<file path="config.mk">
export PLATFORM = sky130hd
export DESIGN_NAME = uart_rx_errfifo
export DESIGN_NICKNAME = d
export VERILOG_FILES = /design/src/rtl/uart_rx_pkg.sv /design/src/rtl/uart_rx_sync.sv /design/src/rtl/uart_rx_deser.sv /design/src/rtl/uart_rx_fifo.sv /design/src/rtl/uart_rx_errfifo.sv
export SDC_FILE = /design/constraint.sdc
export NUM_CORES = 1
export LEC_CHECK = 0
export ABC_AREA = 1
export BUFFER_PORTS_ARGS = -buffer_cell sky130_fd_sc_hd__clkbuf_2
export CAP_MARGIN = 0
export CORE_MARGIN = 4
export CORE_UTILIZATION = 30
export CTS_CLUSTER_DIAMETER = 200
export DETAILED_ROUTE_END_ITERATION = 8
export REMOVE_ABC_BUFFERS = 1
export SETUP_SLACK_MARGIN = 0.05
export SLEW_MARGIN = 20
export SYNTH_ARGS = -nofsm -noshare
export SYNTH_HDL_FRONTEND = slang
export SYNTH_SLANG_ARGS = --single-unit
export TNS_END_PERCENT = 30
</file>
<file path="constraint.sdc">
create_clock -name clk -period 3 [get_ports clk]
set_clock_uncertainty 0.2 [all_clocks]
set_input_delay 0 -clock clk [delete_from_list [all_inputs] [get_ports clk]]
set_output_delay 0 -clock clk [all_outputs]
set_load 0.02 [all_outputs]
</file>
<file path="src/rtl/uart_rx_pkg.sv">
package uart_rx_pkg;
  localparam int unsigned DATA_W = 8;

  typedef struct packed {
    logic              brk;
    logic              ovr;
    logic              par;
    logic              frm;
    logic [DATA_W-1:0] data;
  } rx_entry_t;

  typedef enum logic [2:0] {
    ST_IDLE,
    ST_START,
    ST_DATA,
    ST_PAR,
    ST_STOP,
    ST_HOLD,
    ST_WAITHI
  } rx_state_t;
endpackage

</file>
<file path="src/rtl/uart_rx_sync.sv">
module uart_rx_sync #(
  parameter int unsigned STAGES = 2
) (
  input  logic clk,
  input  logic rst_n,
  input  logic d_i,
  output logic q_o
);
  logic [STAGES-1:0] chain_q;

  for (genvar g = 0; g < STAGES; g++) begin : g_stage
    always_ff @(posedge clk or negedge rst_n) begin
      if (!rst_n) chain_q[g] <= 1'b1;
      else if (g == 0) chain_q[g] <= d_i;
      else chain_q[g] <= chain_q[(g == 0) ? 0 : g-1];
    end
  end

  assign q_o = chain_q[STAGES-1];
endmodule

</file>
<file path="src/rtl/uart_rx_deser.sv">
module uart_rx_deser
  import uart_rx_pkg::*;
(
  input  logic       clk,
  input  logic       rst_n,
  input  logic       tick,
  input  logic       line,
  input  logic [1:0] cfg_len,
  input  logic       cfg_two_stop,
  input  logic       cfg_par_en,
  input  logic       cfg_par_odd,
  output logic       push_o,
  output rx_entry_t  ent_o
);
  localparam logic [3:0] MID_START = 4'd7;
  localparam logic [3:0] MID_BIT   = 4'd15;

  rx_state_t   state_q, state_d;
  logic [3:0]  tcnt_q, tcnt_d;
  logic [2:0]  bcnt_q, bcnt_d;
  logic [DATA_W-1:0] sh_q, sh_d;
  logic        pacc_q, pacc_d;
  logic        hi_q, hi_d;
  logic        frm_q, frm_d;
  logic        sidx_q, sidx_d;
  logic [1:0]  len_q, len_d;
  logic        two_q, two_d;
  logic        pen_q, pen_d;
  logic        podd_q, podd_d;
  logic        push_d;
  rx_entry_t   ent_d;
  logic [DATA_W-1:0] aligned;
  logic        par_err;
  logic        last_bit;

  assign aligned  = sh_q >> (2'd3 - len_q);
  assign par_err  = pen_q & (pacc_q ^ podd_q);
  assign last_bit = (bcnt_q == ({1'b0, len_q} + 3'd4));

  always_comb begin
    state_d = state_q;
    tcnt_d  = tcnt_q;
    bcnt_d  = bcnt_q;
    sh_d    = sh_q;
    pacc_d  = pacc_q;
    hi_d    = hi_q;
    frm_d   = frm_q;
    sidx_d  = sidx_q;
    len_d   = len_q;
    two_d   = two_q;
    pen_d   = pen_q;
    podd_d  = podd_q;
    push_d  = 1'b0;
    ent_d   = '0;
    if (tick) begin
      unique case (state_q)
        ST_IDLE: begin
          if (!line) begin
            state_d = ST_START;
            tcnt_d  = '0;
          end
        end
        ST_START: begin
          if (tcnt_q == MID_START) begin
            if (line) begin
              state_d = ST_IDLE;
            end else begin
              state_d = ST_DATA;
              tcnt_d  = '0;
              bcnt_d  = '0;
              sh_d    = '0;
              pacc_d  = 1'b0;
              hi_d    = 1'b0;
              frm_d   = 1'b0;
              sidx_d  = 1'b0;
              len_d   = cfg_len;
              two_d   = cfg_two_stop;
              pen_d   = cfg_par_en;
              podd_d  = cfg_par_odd;
            end
          end else begin
            tcnt_d = tcnt_q + 4'd1;
          end
        end
        ST_DATA: begin
          if (tcnt_q == MID_BIT) begin
            tcnt_d = '0;
            sh_d   = {line, sh_q[DATA_W-1:1]};
            pacc_d = pacc_q ^ line;
            hi_d   = hi_q | line;
            if (last_bit) state_d = pen_q ? ST_PAR : ST_STOP;
            else          bcnt_d  = bcnt_q + 3'd1;
          end else begin
            tcnt_d = tcnt_q + 4'd1;
          end
        end
        ST_PAR: begin
          if (tcnt_q == MID_BIT) begin
            tcnt_d  = '0;
            pacc_d  = pacc_q ^ line;
            hi_d    = hi_q | line;
            state_d = ST_STOP;
          end else begin
            tcnt_d = tcnt_q + 4'd1;
          end
        end
        ST_STOP: begin
          if (tcnt_q == MID_BIT) begin
            tcnt_d = '0;
            hi_d   = hi_q | line;
            frm_d  = frm_q | !line;
            if (two_q && !sidx_q) begin
              sidx_d = 1'b1;
            end else if (!(hi_q | line)) begin
              state_d = ST_HOLD;
            end else begin
              push_d      = 1'b1;
              ent_d.data  = aligned;
              ent_d.par   = par_err;
              ent_d.frm   = frm_q | !line;
              state_d     = line ? ST_IDLE : ST_WAITHI;
            end
          end else begin
            tcnt_d = tcnt_q + 4'd1;
          end
        end
        ST_HOLD: begin
          if (line) begin
            push_d     = 1'b1;
            ent_d.data = aligned;
            ent_d.par  = par_err;
            ent_d.frm  = 1'b1;
            state_d    = ST_IDLE;
          end else if (tcnt_q == MID_BIT) begin
            push_d    = 1'b1;
            ent_d.brk = 1'b1;
            ent_d.frm = 1'b1;
            state_d   = ST_WAITHI;
          end else begin
            tcnt_d = tcnt_q + 4'd1;
          end
        end
        ST_WAITHI: begin
          if (line) state_d = ST_IDLE;
        end
        default: state_d = ST_IDLE;
      endcase
    end
  end

  always_ff @(posedge clk or negedge rst_n) begin
    if (!rst_n) begin
      state_q <= ST_IDLE;
      tcnt_q  <= '0;
      bcnt_q  <= '0;
      sh_q    <= '0;
      pacc_q  <= 1'b0;
      hi_q    <= 1'b0;
      frm_q   <= 1'b0;
      sidx_q  <= 1'b0;
      len_q   <= 2'd3;
      two_q   <= 1'b0;
      pen_q   <= 1'b0;
      podd_q  <= 1'b0;
      push_o  <= 1'b0;
      ent_o   <= '0;
    end else begin
      state_q <= state_d;
      tcnt_q  <= tcnt_d;
      bcnt_q  <= bcnt_d;
      sh_q    <= sh_d;
      pacc_q  <= pacc_d;
      hi_q    <= hi_d;
      frm_q   <= frm_d;
      sidx_q  <= sidx_d;
      len_q   <= len_d;
      two_q   <= two_d;
      pen_q   <= pen_d;
      podd_q  <= podd_d;
      push_o  <= push_d;
      ent_o   <= ent_d;
    end
  end


  glitch_reject_chk: assert property (@(posedge clk) disable iff (!rst_n)
    (state_q == ST_START && tick && tcnt_q == MID_START && line) |=> (state_q == ST_IDLE && !push_o));


  brk_entry_chk: assert property (@(posedge clk) disable iff (!rst_n)
    (push_o && ent_o.brk) |-> (ent_o.frm && !ent_o.par && ent_o.data == '0));


  bit_count_chk: assert property (@(posedge clk) disable iff (!rst_n)
    (state_q == ST_DATA) |-> (bcnt_q <= ({1'b0, len_q} + 3'd4)));
endmodule

</file>
<file path="src/rtl/uart_rx_fifo.sv">
module uart_rx_fifo
  import uart_rx_pkg::*;
#(
  parameter int unsigned DEPTH = 16
) (
  input  logic      clk,
  input  logic      rst_n,
  input  logic      push,
  input  rx_entry_t wr_ent,
  input  logic      pop,
  output rx_entry_t rd_ent,
  output logic      empty,
  output logic      full
);
  localparam int unsigned AW = (DEPTH > 1) ? $clog2(DEPTH) : 1;
  localparam int unsigned CW = AW + 1;
  localparam logic [AW-1:0] LAST = AW'(DEPTH - 1);
  localparam logic [CW-1:0] CNT_FULL = CW'(DEPTH);

  rx_entry_t       mem_q [DEPTH];
  logic [AW-1:0]   wr_q, wr_d, rd_q, rd_d;
  logic [CW-1:0]   cnt_q, cnt_d;
  logic            pend_q, pend_d;
  logic            do_wr, do_rd;
  rx_entry_t       wr_word;

  assign full  = (cnt_q == CNT_FULL);
  assign empty = (cnt_q == '0);
  assign do_wr = push && !full;
  assign do_rd = pop && !empty;

  always_comb begin
    wr_word     = wr_ent;
    wr_word.ovr = pend_q;
    wr_d   = wr_q;
    rd_d   = rd_q;
    cnt_d  = cnt_q;
    pend_d = pend_q;
    if (do_wr) begin
      wr_d   = (wr_q == LAST) ? '0 : wr_q + AW'(1);
      pend_d = 1'b0;
    end else if (push) begin
      pend_d = 1'b1;
    end
    if (do_rd) rd_d = (rd_q == LAST) ? '0 : rd_q + AW'(1);
    if (do_wr && !do_rd) cnt_d = cnt_q + CW'(1);
    else if (do_rd && !do_wr) cnt_d = cnt_q - CW'(1);
  end

  always_ff @(posedge clk or negedge rst_n) begin
    if (!rst_n) begin
      wr_q   <= '0;
      rd_q   <= '0;
      cnt_q  <= '0;
      pend_q <= 1'b0;
    end else begin
      wr_q   <= wr_d;
      rd_q   <= rd_d;
      cnt_q  <= cnt_d;
      pend_q <= pend_d;
    end
  end

  always_ff @(posedge clk) begin
    if (do_wr) mem_q[wr_q] <= wr_word;
  end

  assign rd_ent = mem_q[rd_q];


  no_overflow_chk: assert property (@(posedge clk) disable iff (!rst_n)
    (push && full && !pop) |=> ($stable(wr_q) && full));


  ovr_pending_chk: assert property (@(posedge clk) disable iff (!rst_n)
    (push && full) |=> pend_q);


  empty_pop_chk: assert property (@(posedge clk) disable iff (!rst_n)
    (pop && empty && !push) |=> (empty && $stable(rd_q)));


  flags_excl_chk: assert property (@(posedge clk) disable iff (!rst_n)
    full |-> !empty);
endmodule

</file>
<file path="src/rtl/uart_rx_errfifo.sv">
module uart_rx_errfifo
  import uart_rx_pkg::*;
#(
  parameter int unsigned FIFO_DEPTH  = 16,
  parameter int unsigned SYNC_STAGES = 2
) (
  input  logic       clk,
  input  logic       rst_n,
  input  logic       tick_16x,
  input  logic       rxd,
  input  logic [1:0] cfg_len,
  input  logic       cfg_two_stop,
  input  logic       cfg_par_en,
  input  logic       cfg_par_odd,
  input  logic       pop,
  output logic [7:0] rd_data,
  output logic       rd_brk,
  output logic       rd_ovr,
  output logic       rd_par,
  output logic       rd_frm,
  output logic       empty,
  output logic       full
);
  logic      line;
  logic      push;
  rx_entry_t push_ent;
  rx_entry_t head;

  uart_rx_sync #(.STAGES(SYNC_STAGES)) u_sync (
    .clk   (clk),
    .rst_n (rst_n),
    .d_i   (rxd),
    .q_o   (line)
  );

  uart_rx_deser u_deser (
    .clk          (clk),
    .rst_n        (rst_n),
    .tick         (tick_16x),
    .line         (line),
    .cfg_len      (cfg_len),
    .cfg_two_stop (cfg_two_stop),
    .cfg_par_en   (cfg_par_en),
    .cfg_par_odd  (cfg_par_odd),
    .push_o       (push),
    .ent_o        (push_ent)
  );

  uart_rx_fifo #(.DEPTH(FIFO_DEPTH)) u_fifo (
    .clk    (clk),
    .rst_n  (rst_n),
    .push   (push),
    .wr_ent (push_ent),
    .pop    (pop),
    .rd_ent (head),
    .empty  (empty),
    .full   (full)
  );

  assign rd_data = head.data;
  assign rd_brk  = head.brk;
  assign rd_ovr  = head.ovr;
  assign rd_par  = head.par;
  assign rd_frm  = head.frm;
endmodule

</file>
**Word-level counts from Yosys, hierarchy flattened**

Memories as Yosys holds them, arrays and structs flattened.
Cells that the tools add are included.

- Register bits: 55
- Memory bits (writable): 192
- Input bits: 10
- Output and inout bits: 14
- Logic and storage cells: 164
- Memories kept: 1

- Add/sub/neg operators: 8
- Equal/unequal tests: 28
- Shifts and indexed selects: 1
- Muxes and demuxes: 66
- Bitwise logic cells: 6
- Reduce and logical (&&, ||, !) cells: 31

Memory list:

| name | words | width | rd ports | clocked after memory_dff | wr ports | RTL line | source |
|---|---|---|---|---|---|---|---|
| u_fifo.mem_q | 16 | 12 | 1 | 0 | 1 | uart_rx_fifo.sv:20 | `rx_entry_t mem_q [DEPTH];` |

Operators by type and width:

| kind | number |
|---|---|
| $mux W3 | 17 |
| $mux W10 | 4 |
| $mux W8 | 4 |
| $mux W4 | 7 |
| $mux W1 | 21 |
| $pmux W3 S7 | 1 |
| $pmux W10 S2 | 1 |
| $reduce_and A5 Y1 | 4 |
| $ne A2 B1 Y1 const B | 8 |
| $pmux W4 S4 | 1 |
| $pmux W8 S2 | 1 |
| $ne A2 B2 Y1 const B | 7 |
| $add A4 B1 Y4 const B | 3 |
| $eq A4 B4 Y1 const B | 3 |
| $reduce_and A6 Y1 | 2 |
| $reduce_bool A2 Y1 | 6 |
| $mux W5 | 2 |
| $pmux W1 S2 | 5 |
| $reduce_and A10 Y1 | 1 |
| $eq A3 B3 Y1 const B | 3 |
| $reduce_and A4 Y1 | 2 |
| $shr A8 B2 Y8 | 1 |
| $eq A3 B2 Y1 const B | 2 |
| $logic_not A1 Y1 | 6 |
| 22 further kinds | 28 |

**Longest topological paths before layout**

Gate-level depths: netlist of run 1.

- Word-level depth: 7
- Mapped depth: 13
- Depth with buffers taken out: 13

**Modules after synthesis**

A second synthesis of run 1 with hierarchy kept.

- Cell total of the unflattened synthesis: 1183
- Area, all modules: 11527.3 µm²

By module, submodules not included:

| module | instances | cells each | area each (µm²) | sequential area each (µm²) |
|---|---|---|---|---|
| uart_rx_fifo | 1 | 900 | 9256.4 | 6115.9 |
| uart_rx_deser | 1 | 281 | 2218.4 | 978.4 |
| uart_rx_sync | 1 | 2 | 52.6 | 52.6 |

**Worst setup path after synthesis of run 1**

OpenSTA, ideal clock, no wires.

- Kind: reg2reg
- Start point: register u_fifo.cnt_q[0]
- End point: register u_fifo.cnt_q[4]
- Library setup time: 65 ps
- Arrival time: 2122 ps
- Required time: 2735 ps
- Path slack: 614 ps
- Stages on the path, launching flop included: 14
- Buffers on the path: 0
- Clock period less this slack: 2386 ps
- Path through: dfrtp_1 > nor2_1 > nand4_1 > nand2_1 > clkinv_1 > ha_1 > inv_1 > ha_1 > nand2_1 > nand2_1 > a21oi_1 > xor2_1 > nand2_1 > nand2_1

- Word-level cells in the longest chain between the ends: 6
- Elaborated cells on any way between the ends: 15
- Classes of those cells: add/sub: 2; eq/ne: 1; mux: 2; reduce/logical: 10

Ends and longest elaborated chain:

| item | RTL line | source |
|---|---|---|
| start: declaration | uart_rx_fifo.sv:22 | `logic [CW-1:0] cnt_q, cnt_d;` |
| start signal: assignment | uart_rx_fifo.sv:59 | `cnt_q <= cnt_d;` |
| $eq A5 B5 Y1 * | uart_rx_fifo.sv:27 | `assign full = (cnt_q == CNT_FULL);` |
| $logic_not A1 Y1 * | uart_rx_fifo.sv:29 | `assign do_wr = push && !full;` |
| $logic_and A1 B1 Y1 * | uart_rx_fifo.sv:29 |  |
| via u_fifo.do_wr | uart_rx_fifo.sv:24 | `logic do_wr, do_rd;` |
| $logic_not A1 Y1 | uart_rx_fifo.sv:47 | `else if (do_rd && !do_wr) cnt_d = cnt_q - CW'(1);` |
| $logic_and A1 B1 Y1 | uart_rx_fifo.sv:47 |  |
| $reduce_bool A2 Y1 (no source line) | n/a |  |

The timed path passes the listed nets; every way through them passes the cells marked *. The select of a mux whose other input is x is not followed.
A chain may end at the register's enable or synchronous reset.

**Worst setup path after layout of run 1**

- Start point: register u_deser.state_q[1]
- End point: register u_deser.len_q[0]

- Word-level cells in the longest chain between the ends: 2

Ends and longest elaborated chain:

| item | RTL line | source |
|---|---|---|
| start: declaration | uart_rx_deser.sv:18 | `rx_state_t state_q, state_d;` |
| start signal: assignment | uart_rx_deser.sv:168 | `state_q <= state_d;` |
| $eq A3 B1 Y1 | uart_rx_deser.sv:56 | `unique case (state_q)` |
| $reduce_and A4 Y1 (no source line) | n/a |  |
| end signal: assignment | uart_rx_deser.sv:176 | `len_q <= len_d;` |
| end: declaration | uart_rx_deser.sv:26 | `logic [1:0] len_q, len_d;` |

Every way passes these cells.

==> results of run 1 <==
==> cell usage after synthesis (all sizes together), types with 3 or more instances <==
| master | n | area (sq um) |
|---|---|---|
| a21oi | 17 | 85.1 |
| buf | 19 | 106 |
| clkbuf | 25 | 95.1 |
| dfrtp | 51 | 1280 |
| dfstp | 4 | 105 |
| edfxtp | 192 | 5770 |
| ha | 11 | 138 |
| inv | 59 | 224 |
| mux2i | 4 | 40.0 |
| nand2 | 166 | 648 |
| nand3 | 50 | 250 |
| nand4 | 5 | 46.3 |
| nor2 | 165 | 649 |
| nor3 | 16 | 85.1 |
| o211ai | 26 | 195 |
| o21ai | 126 | 668 |
| o22ai | 25 | 156 |
| or2 | 4 | 25.0 |
| xnor2 | 3 | 26.3 |
| xor2 | 7 | 61.3 |
==> metrics by stage <==
step	std cells	hold WS [ps]	power (uW)	TNS (ps)	utilization
final	1516	159	10700	0	0.362
after global routing	1516	165	11400	0	0.362
after CTS	1515	160	10800	0	0.361
after detailed placement	1445	-111	7480	0	0.330
after global placement	1445	-112	7430	0	0.330
after floorplan	936	-496	6340	-4750	-
==> state kept, by name (all words and copies together), names as in the netlist <==
name and cells:
u_fifo.mem_q 192, u_deser.tcnt_q 4, u_deser.two_q 1, u_deser.hi_q 1, u_deser.podd_q 1, u_fifo.rd_q 4, u_deser.frm_q 1, u_deser.sh_q 8
u_deser.pen_q 1, u_deser.state_q 3, u_deser.ent_o 11, u_deser.sidx_q 1, u_deser.push_o 1, u_deser.bcnt_q 3, u_deser.pacc_q 1, u_fifo.cnt_q 5
u_sync.q_o 1, u_deser.len_q 2, u_fifo.pend_q 1, u_sync.chain_q 1, u_fifo.wr_q 4
==> metal layers <==
metal	track usage	wire, um
met5	0	0
met4	0.0282	451
met2	0.207	11600
met3	0.0188	1140
met1	0.181	11800
==> layout make-up <==
cell class / count / area [sq um]
inverter: 60 / 228
tap: 455 / 569
fill: 3439 / 22300
multi-input combinational: 630 / 3190
clock inverter: 17 / 209
timing repair buffer: 76 / 603
clock buffer: 31 / 669
sequential: 247 / 7150
==> power groups by stage <==
stage               sequential, uW  clock (uW)  combinational, uW
global route                  4050        3510               3800
CTS                           4030        3360               3400
finish                        4030        3270               3370
floorplan                     4240           0               2100
global placement              4090           0               3340
detailed placement            4110           0               3370
==> cells by family (layout without fill, tap and decap cells) <==
group / count (synthesis) / in the layout / share of synthesized area
compound gates: 195 / 195 / 0.104
xor+xnor: 10 / 10 / 0.00819
fa+ha+maj: 12 / 12 / 0.0147
buf+inv: 104 / 184 / 0.0401
flops: 247 / 247 / 0.668
mux: 4 / 4 / 0.00375
simple gates: 408 / 409 / 0.161
==> worst reg2reg max path, delay by kind of cell (launching register included) <==
kind	cells	cell delay [ps]
buffers and inverters	3	1250
AND/OR/NAND/NOR	5	640
AO/OA/AOI/OAI	1	80
flip-flops	1	480
==> path summary, 6_finish.rpt <==
kind                                          end  slack, ps  cells past startpoint
max in group asynchronous       u_sync.chain_q[0]       1910                      4
worst max register to register   u_deser.len_q[0]        280                      9
worst min register to register         u_sync.q_o        160                      0
min in group asynchronous        u_deser.len_q[0]        420                      3
worst min-delay path                   u_sync.q_o        160                      0
worst max-delay path             u_deser.len_q[0]        280                      9
==> repair_timing <==
| action | in CTS | in global routing |
|---|---|---|
| endpoints found under the hold margin | 97 | 0 |
| gates resized for setup | 0 | 2 |
| hold buffers | 22 | 0 |
| setup endpoints to repair | 0 | 5 |
==> run_results.csv, run 1 <==
group,metric,value,unit
worst_setup_path,max_stage_delay,580,ps
layout,final_common_cell,"edfxtp_1",
grt,grt_first_pass_wirelength,39400,um
worst_setup_path,r2r-start,"u_deser.state_q[1]",
worst_setup_path,cp_max_fo,6,
detailed_routing,antenna_left,0,
grt,grt_pass1_vias,7099,
run_status,status,"finished clean",
detailed_routing,drt_iter0_markers,597,
floorplan,rows,68,
cts,numCtsBuffers,26,
timing,slew_headroom,0.481,
timing,report.final.slew_viol_count,0,
timing,hold_violations,0,
power,comb_power_share,0.316,
place,hpwl,14800,um
worst_setup_path,cp_cell_sequence,"inv_2, nand2_2, nor2_4, nand2_2, nor2_4, nand2_1, dlygate4sd3_1, o21ai_0, dlygate4sd3_1",
place,dpl-instance-area,0.0115,sq mm
grt,grt.overflow.total,0,
synthesis,syn_area,0.0107,sq mm
timing,fin_crit,2720,ps
cts,cts_buffer_depth,3,
cts,postCtsSetupBuffers,0,
detailed_routing,firstDrtPassIters,5,
place,gp_congestion,0.817,
power,swShare,0.357,
worst_setup_path,cp.required,3270,ps
grt,grt_max_degree,99,
synthesis,yosysSeqAreaShare,0.668,
hold_path,hp-start,"u_sync.chain_q[0]",
power,power.density,846,mW/mm^2
detailed_routing,route.detailed.drc,0,
cts,insertion_delay,530,ps
cts,clk_transition_reported_paths,60,ps
place,pre_cts_slack,380,ps
job,maxCapViolCount,0,
layout,finalInstanceArea,0.0126,sq mm
grt,antenna_found_initial,0,
synthesis,async_flop_share,0.223,
synthesis,ys_ff_latch,247,
worst_setup_path,cp_top_family,"buffers and inverters",
synthesis,yosysWarnings,0,
worst_setup_path,worst-path-buf-inv,3,
floorplan,die_area,0.0387,sq mm
place,io_buffers,23,
hold_path,hp-class,"reg -> reg",
synthesis,avgSynthCellArea,10.9,sq um
cts,cts_sinks,247,
power,p_int,6860,uW
worst_setup_path,startpoint,"u_deser.state_q[1]",
floorplan,die_y,197,um
layout,syn_to_final_growth,18.0,%
timing,setup_slack,283,ps
timing,setup_viol,0,
power,seq_power_share,0.378,
timing,worst_pin_slew,778,ps
layout,mostFrequentLayoutCells,"192 x edfxtp_1, 158 x nor2_1, 157 x nand2_1, 115 x o21ai_0, 53 x inv_1",
worst_setup_path,end_kind,"flip-flop",
worst_setup_path,cp.arrival,2980,ps
synthesis,synthFlopType,"edfxtp_1",
worst_setup_path,criticalPathCategory,"reg -> reg",
floorplan,die_x,197,um
power,peakVddDrop,0.638,mV
synthesis,synthDistinctLibCells,39,
cts,h-tree-depth,1,
synthesis,synth-edff-count,192,
power,power_leakage,0.00487,uW
synthesis,synthCells,980,
worst_setup_path,start_kind,"flip-flop",
detailed_routing,drt_wl_total,25000,um
layout,nNetsFinal,1063,
cts,clockRootBuffer,"clkbuf_16",
detailed_routing,avgRoutedWirePerCell,16.5,um
timing,period_share,0.906,
floorplan,io_pins,24,
timing,grt_setup_unrepaired,"false",
detailed_routing,num_vias,7264,
floorplan,core,0.0349,sq mm
worst_setup_path,crit_path_top_delay_cell,"dlygate4sd3_1",
layout,drive_gt1_frac,0.146,
layout,diodes,0,
detailed_routing,vias_per_cell,4.79,
floorplan,start_util,0.306,
power,p_clk_frac,0.306,
cts,cts_tree,"yes",
power,power.switching,3820,uW
timing,max_freq,0.368,GHz
grt,grt_usage,0.127,
No activity file was read; power rests on OpenSTA's default activity.
==> inputs of run 2 (changes only) <==
Settings changed: CTS_BUF_LIST from default to sky130_fd_sc_hd__clkbuf_16.
==> run 2 against run 1 <==
Net effect:
- critical endpoint unchanged
- largest power group unchanged
- utilization did not move
- highest routed layer unchanged
- global-route usage did not move
- cell area did not move
- via count fell by 0.12%
- sequential power barely moved
- count of clock-buffer cells in the layout fell by 5
- largest cell class unchanged
- sequential share of layout area did not move
- sequential cell count did not move
- register-to-register slack barely moved
- combinational power barely moved
==> run_results.csv, run 2 (synthesized netlist as in run 1, its figures left out) <==
group,metric,value,unit
layout,mostFrequentLayoutCells,"192 x edfxtp_1, 158 x nor2_1, 157 x nand2_1, 115 x o21ai_0, 58 x inv_1",
layout,drive_gt1_frac,0.146,
grt,met3_usage,0.0188,
grt,grtUsageMet2,0.207,
cts,clk_transition_reported_paths,60,ps
grt,busiest_layer,"met2",
power,swShare,0.358,
detailed_routing,antenna_left,0,
power,p_clk_frac,0.306,
grt,grt_usage,0.127,
timing,period_share,0.908,
detailed_routing,avgRoutedWirePerCell,16.5,um
cts,postCtsSetupBuffers,0,
cts,cts_tree,"yes",
power,seq_power_share,0.378,
cts,cts_buffer_depth,3,
place,dp.cells,1445,
worst_setup_path,cp.required,3270,ps
power,power.density,845,mW/mm^2
detailed_routing,vias_per_cell,4.79,
worst_setup_path,end_kind,"flip-flop",
grt,grt_use_met1,0.181,
grt,grt_pass1_vias,7099,
worst_setup_path,cp_top_family,"buffers and inverters",
layout,regMostFlops,"u_fifo.mem_q",
worst_setup_path,worst-path-buf-inv,3,
run_status,status,"finished clean",
place,hpwl,14800,um
grt,grt.overflow.total,0,
detailed_routing,drt_iter0_markers,581,
place,pre_cts_slack,380,ps
floorplan,rows,68,
floorplan,io_pins,24,
hold_path,hp-class,"reg -> reg",
cts,cts_sinks,247,
layout,nFillCells,3439,
floorplan,die_y,197,um
cts,clockRootBuffer,"clkbuf_16",
worst_setup_path,criticalPathCategory,"reg -> reg",
timing,hold_violations,0,
timing,report.final.slew_viol_count,0,
worst_setup_path,crit_path_top_delay_cell,"dlygate4sd3_1",
power,power.switching,3810,uW
worst_setup_path,cp_max_fo,6,
layout,reg_top3,"u_fifo.mem_q: 192 flops, u_deser.ent_o: 11 flops, u_deser.sh_q: 8 flops",
layout,finalInstanceArea,0.0126,sq mm
place,dpl-instance-area,0.0115,sq mm
timing,setup_slack,277,ps
floorplan,start_util,0.306,
layout,final_util,0.362,
detailed_routing,num_vias,7255,
timing,worst_pin_slew,770,ps
power,comb_power_share,0.316,
worst_setup_path,cp.arrival,2990,ps
place,gp_congestion,0.817,
power,p_int,6850,uW
floorplan,die_x,197,um
cts,insertion_delay,530,ps
worst_setup_path,cp_cell_sequence,"inv_2, nand2_2, nor2_4, nand2_2, nor2_4, nand2_1, dlygate4sd3_1, o21ai_0, dlygate4sd3_1",
grt,antenna_found_initial,0,
timing,grt_setup_unrepaired,"false",
worst_setup_path,start_kind,"flip-flop",
timing,max_freq,0.367,GHz
cts,numCtsBuffers,26,
timing,fin_crit,2720,ps
layout,final_common_cell,"edfxtp_1",
layout,syn_to_final_growth,18.0,%
layout,largest_register_ffs,192,
cts,h-tree-depth,1,
detailed_routing,firstDrtPassIters,5,
detailed_routing,route.detailed.drc,0,
power,power_leakage,0.00489,uW
power,peakVddDrop,0.634,mV
grt,grt_first_pass_wirelength,39400,um
timing,slew_headroom,0.486,
floorplan,core,0.0349,sq mm
worst_setup_path,max_stage_delay,580,ps
job,maxCapViolCount,0,
layout,final-instance-count-excl-fill,1516,
timing,setup_viol,0,
detailed_routing,drt_wl_total,25000,um
grt,grt_max_degree,99,
place,io_buffers,23,
layout,diodes,0,
floorplan,die_area,0.0387,sq mm
layout,nNetsFinal,1063,
[run 2: changes by cell type in the layout (fill, tap and decap cells not counted)]
cell | before | now
clkbuf_1 | 5 | 0
inv_1 | 53 | 58
[run 2: path summary, 6_finish.rpt]
kind	startpoint	to	slack, ps	depth (start not counted)
setup / recovery	u_deser.state_q[1]	u_deser.len_q[0]	280	9
hold / removal	u_sync.chain_q[0]	u_sync.q_o	160	0
setup reg to reg	u_deser.state_q[1]	u_deser.len_q[0]	280	9
hold reg to reg	u_sync.chain_q[0]	u_sync.q_o	160	0
max in group asynchronous	rst_n	u_sync.chain_q[0]	1910	4
min in group asynchronous	rst_n	u_deser.len_q[0]	420	3
[run 2: what timing repair did]
| item | 4_1_cts | 5_1_grt |
|---|---|---|
| resized for setup | 0 | 2 |
| endpoints found under the setup margin | 0 | 5 |
| hold buffers | 22 | 0 |
| endpoints found under the hold margin | 97 | 0 |
[run 2: power by group through the flow]
stage | sequential (uW) | combinational (uW) | clock (uW)
final | 4030 | 3360 | 3260
after global routing | 4050 | 3800 | 3500
after CTS | 4030 | 3400 | 3340
after detailed placement | 4110 | 3370 | 0
after global placement | 4090 | 3340 | 0
after floorplan | 4240 | 2100 | 0
[run 2: metrics by stage]
stage / hold slack (ps) / TNS, ps / total power, uW
after floorplan: -496 / -4750 / 6340
after global placement: -112 / 0 / 7430
after detailed placement: -111 / 0 / 7480
after CTS: 160 / 0 / 10800
after global routing: 165 / 0 / 11400
final: 159 / 0 / 10700
[run 2: layout make-up]
| type | instances | area (sq um) | area share |
|---|---|---|---|
| flip-flops and latches | 247 | 7150 | 0.567 |
| clock inverters | 22 | 228 | 0.0180 |
| multi-input cells | 630 | 3190 | 0.253 |
| inverters | 60 | 228 | 0.0180 |
| clock buffers | 26 | 651 | 0.0516 |
| well taps | 455 | 569 | 0.0451 |
| repair buffers | 76 | 603 | 0.0478 |
[run 2: routing by layer]
layer	wire length, um	vias up
li1	-	3533
met1	11700	3525
met2	11600	165
met3	1240	32
met4	447	0
met5	0	-
==> inputs of run 3 (changes only) <==
Settings changed: PLACE_DENSITY_LB_ADDON from default to 0.15.
==> run 3 against run 2 <==
Net effect:
- sequential power is 2% higher
- maximum frequency fell by 1.7%
- routed wire length up 6.8%
- final cell count is 0.53% higher
- combinational power rose by 2%
- total power increased by 0.78%
- critical path depth unchanged
- die area unchanged
- utilization grew 0.068 points
- via count fell by 0.87%
- sequential cell count is the same
- critical endpoint is now u_deser.len_q[1]
- largest power group unchanged
==> run_results.csv, run 3 (synthesized netlist as in run 1, its figures left out) <==
group,metric,value,unit
timing,hold_violations,0,
timing,slew_headroom,0.590,
detailed_routing,firstDrtPassIters,7,
floorplan,die_x,197,um
floorplan,rows,68,
layout,diodes,0,
floorplan,die_area,0.0387,sq mm
detailed_routing,vias_per_cell,4.72,
power,power_leakage,0.00492,uW
cts,cts_buffer_depth,3,
timing,period_share,0.924,
cts,cts_tree,"yes",
grt,grt_usage,0.137,
cts,h-tree-depth,1,
floorplan,die_y,197,um
place,gp_congestion,0.808,
worst_setup_path,criticalPathCategory,"reg -> reg",
detailed_routing,drt_iter0_markers,488,
power,peakVddDrop,0.438,mV
timing,setup_viol,0,
grt,grt_pass1_vias,7049,
layout,reg_top3,"u_fifo.mem_q: 192 flops, u_deser.ent_o: 11 flops, u_deser.sh_q: 8 flops",
layout,nFillCells,3459,
timing,report.final.slew_viol_count,0,
layout,nNetsFinal,1069,
cts,clockRootBuffer,"clkbuf_16",
place,hpwl,16300,um
worst_setup_path,cp.required,3270,ps
cts,cts_sinks,247,
timing,grt_setup_unrepaired,"true",
grt,grt_max_degree,75,
floorplan,start_util,0.306,
cts,insertion_delay,540,ps
worst_setup_path,start_kind,"flip-flop",
worst_setup_path,cp_max_fo,6,
worst_setup_path,cp.arrival,3040,ps
detailed_routing,num_vias,7192,
cts,numCtsBuffers,28,
layout,final_common_cell,"edfxtp_1",
floorplan,io_pins,24,
hold_path,hp-start,"u_sync.chain_q[0]",
power,power,10700,uW
timing,holdWs,155,ps
detailed_routing,drt_wl_total,26700,um
job,maxCapViolCount,0,
place,dp.cells,1447,
timing,max_freq,0.361,GHz
worst_setup_path,worstRegToRegCells,9,
layout,final-instance-count-excl-fill,1524,
grt,antenna_found_initial,0,
layout,drive_gt1_frac,0.140,
worst_setup_path,end_kind,"flip-flop",
timing,worst_pin_slew,614,ps
layout,largest_register_ffs,192,
timing,setup_slack,229,ps
cts,clk_transition_reported_paths,60,ps
layout,regMostFlops,"u_fifo.mem_q",
worst_setup_path,r2r-start,"u_deser.state_q[1]",
worst_setup_path,r2r-end,"u_deser.len_q[1]",
hold_path,min_to,"u_sync.q_o",
place,io_buffers,23,
run_status,status,"finished clean",
floorplan,core,0.0349,sq mm
power,power.density,850,mW/mm^2
detailed_routing,route.detailed.drc,0,
detailed_routing,avgRoutedWirePerCell,17.5,um
hold_path,hp-class,"reg -> reg",
place,pre_cts_slack,408,ps
grt,grt_first_pass_wirelength,42000,um
grt,grt.overflow.total,0,
hold_path,hold_depth,0,
layout,mostFrequentLayoutCells,"192 x edfxtp_1, 159 x nor2_1, 158 x nand2_1, 115 x o21ai_0, 57 x inv_1",
layout,syn_to_final_growth,18.3,%
detailed_routing,antenna_left,0,
timing,fin_crit,2770,ps
worst_setup_path,r2r_slack,230,ps
-- run 3: timing repair --
| item | 4_1_cts | 5_1_grt |
|---|---|---|
| resized for setup | 0 | 1 |
| setup buffers | 0 | 2 |
| setup endpoints to repair | 0 | 6 |
| endpoints found under the hold margin | 95 | 0 |
| hold buffers | 23 | 0 |
-- run 3: worst max-delay path by stage --
stage,start,cells after the start,endpoint,slack (ps)
global placement,u_fifo.cnt_q[0],13,u_fifo.cnt_q[4],460
CTS,u_fifo.rd_q[0],8,rd_data[0],170
detailed placement,u_fifo.cnt_q[0],13,u_fifo.cnt_q[4],410
finish,u_deser.state_q[1],9,u_deser.len_q[1],230
floorplan,u_fifo.rd_q[0],7,rd_brk,-380
global route,u_deser.state_q[1],9,u_deser.len_q[1],50
-- run 3: layout make-up --
type                       instances  area [sq um]  share of cell area
sequential                       247          7150               0.566
multi-input combinational        629          3180               0.251
clock buffer                      28           701              0.0554
timing repair buffer              81           653              0.0517
tap                              455           569              0.0450
inverter                          60           228              0.0180
clock inverter                    24           165              0.0131
-- run 3: metal layers --
layer	vias up	wire, um	global-route usage
li1	3555	-	-
met1	3504	12800	0.194
met2	101	12700	0.224
met3	32	766	0.0191
met4	0	478	0.0311
met5	-	0	0
-- run 3: stage by stage --
stage          cell area [sq um]  utilization  setup TNS (ps)
2_1_floorplan              10500            -           -4750
3_3_place_gp               11500        0.330               0
3_5_place_dp               11500        0.330               0
4_1_cts                    12600        0.362               0
5_1_grt                    12600        0.362               0
6_report                   12600        0.362               0
-- run 3: critical path, cell delays in order, from the launching register on --
cell	delay (ps)
dfrtp_1	470
inv_2	130
nand2_2	100
nor2_4	140
nand2_1	160
nor2_4	230
nand2_1	70
dlygate4sd3_1	560
o21ai_0	80
dlygate4sd3_1	570
-- run 3: where the power goes --
part           switching [uW]  internal [uW]  total, uW
Clock                    1350           1860       3200
Combinational            2300           1130       3430
Sequential                267           3850       4110
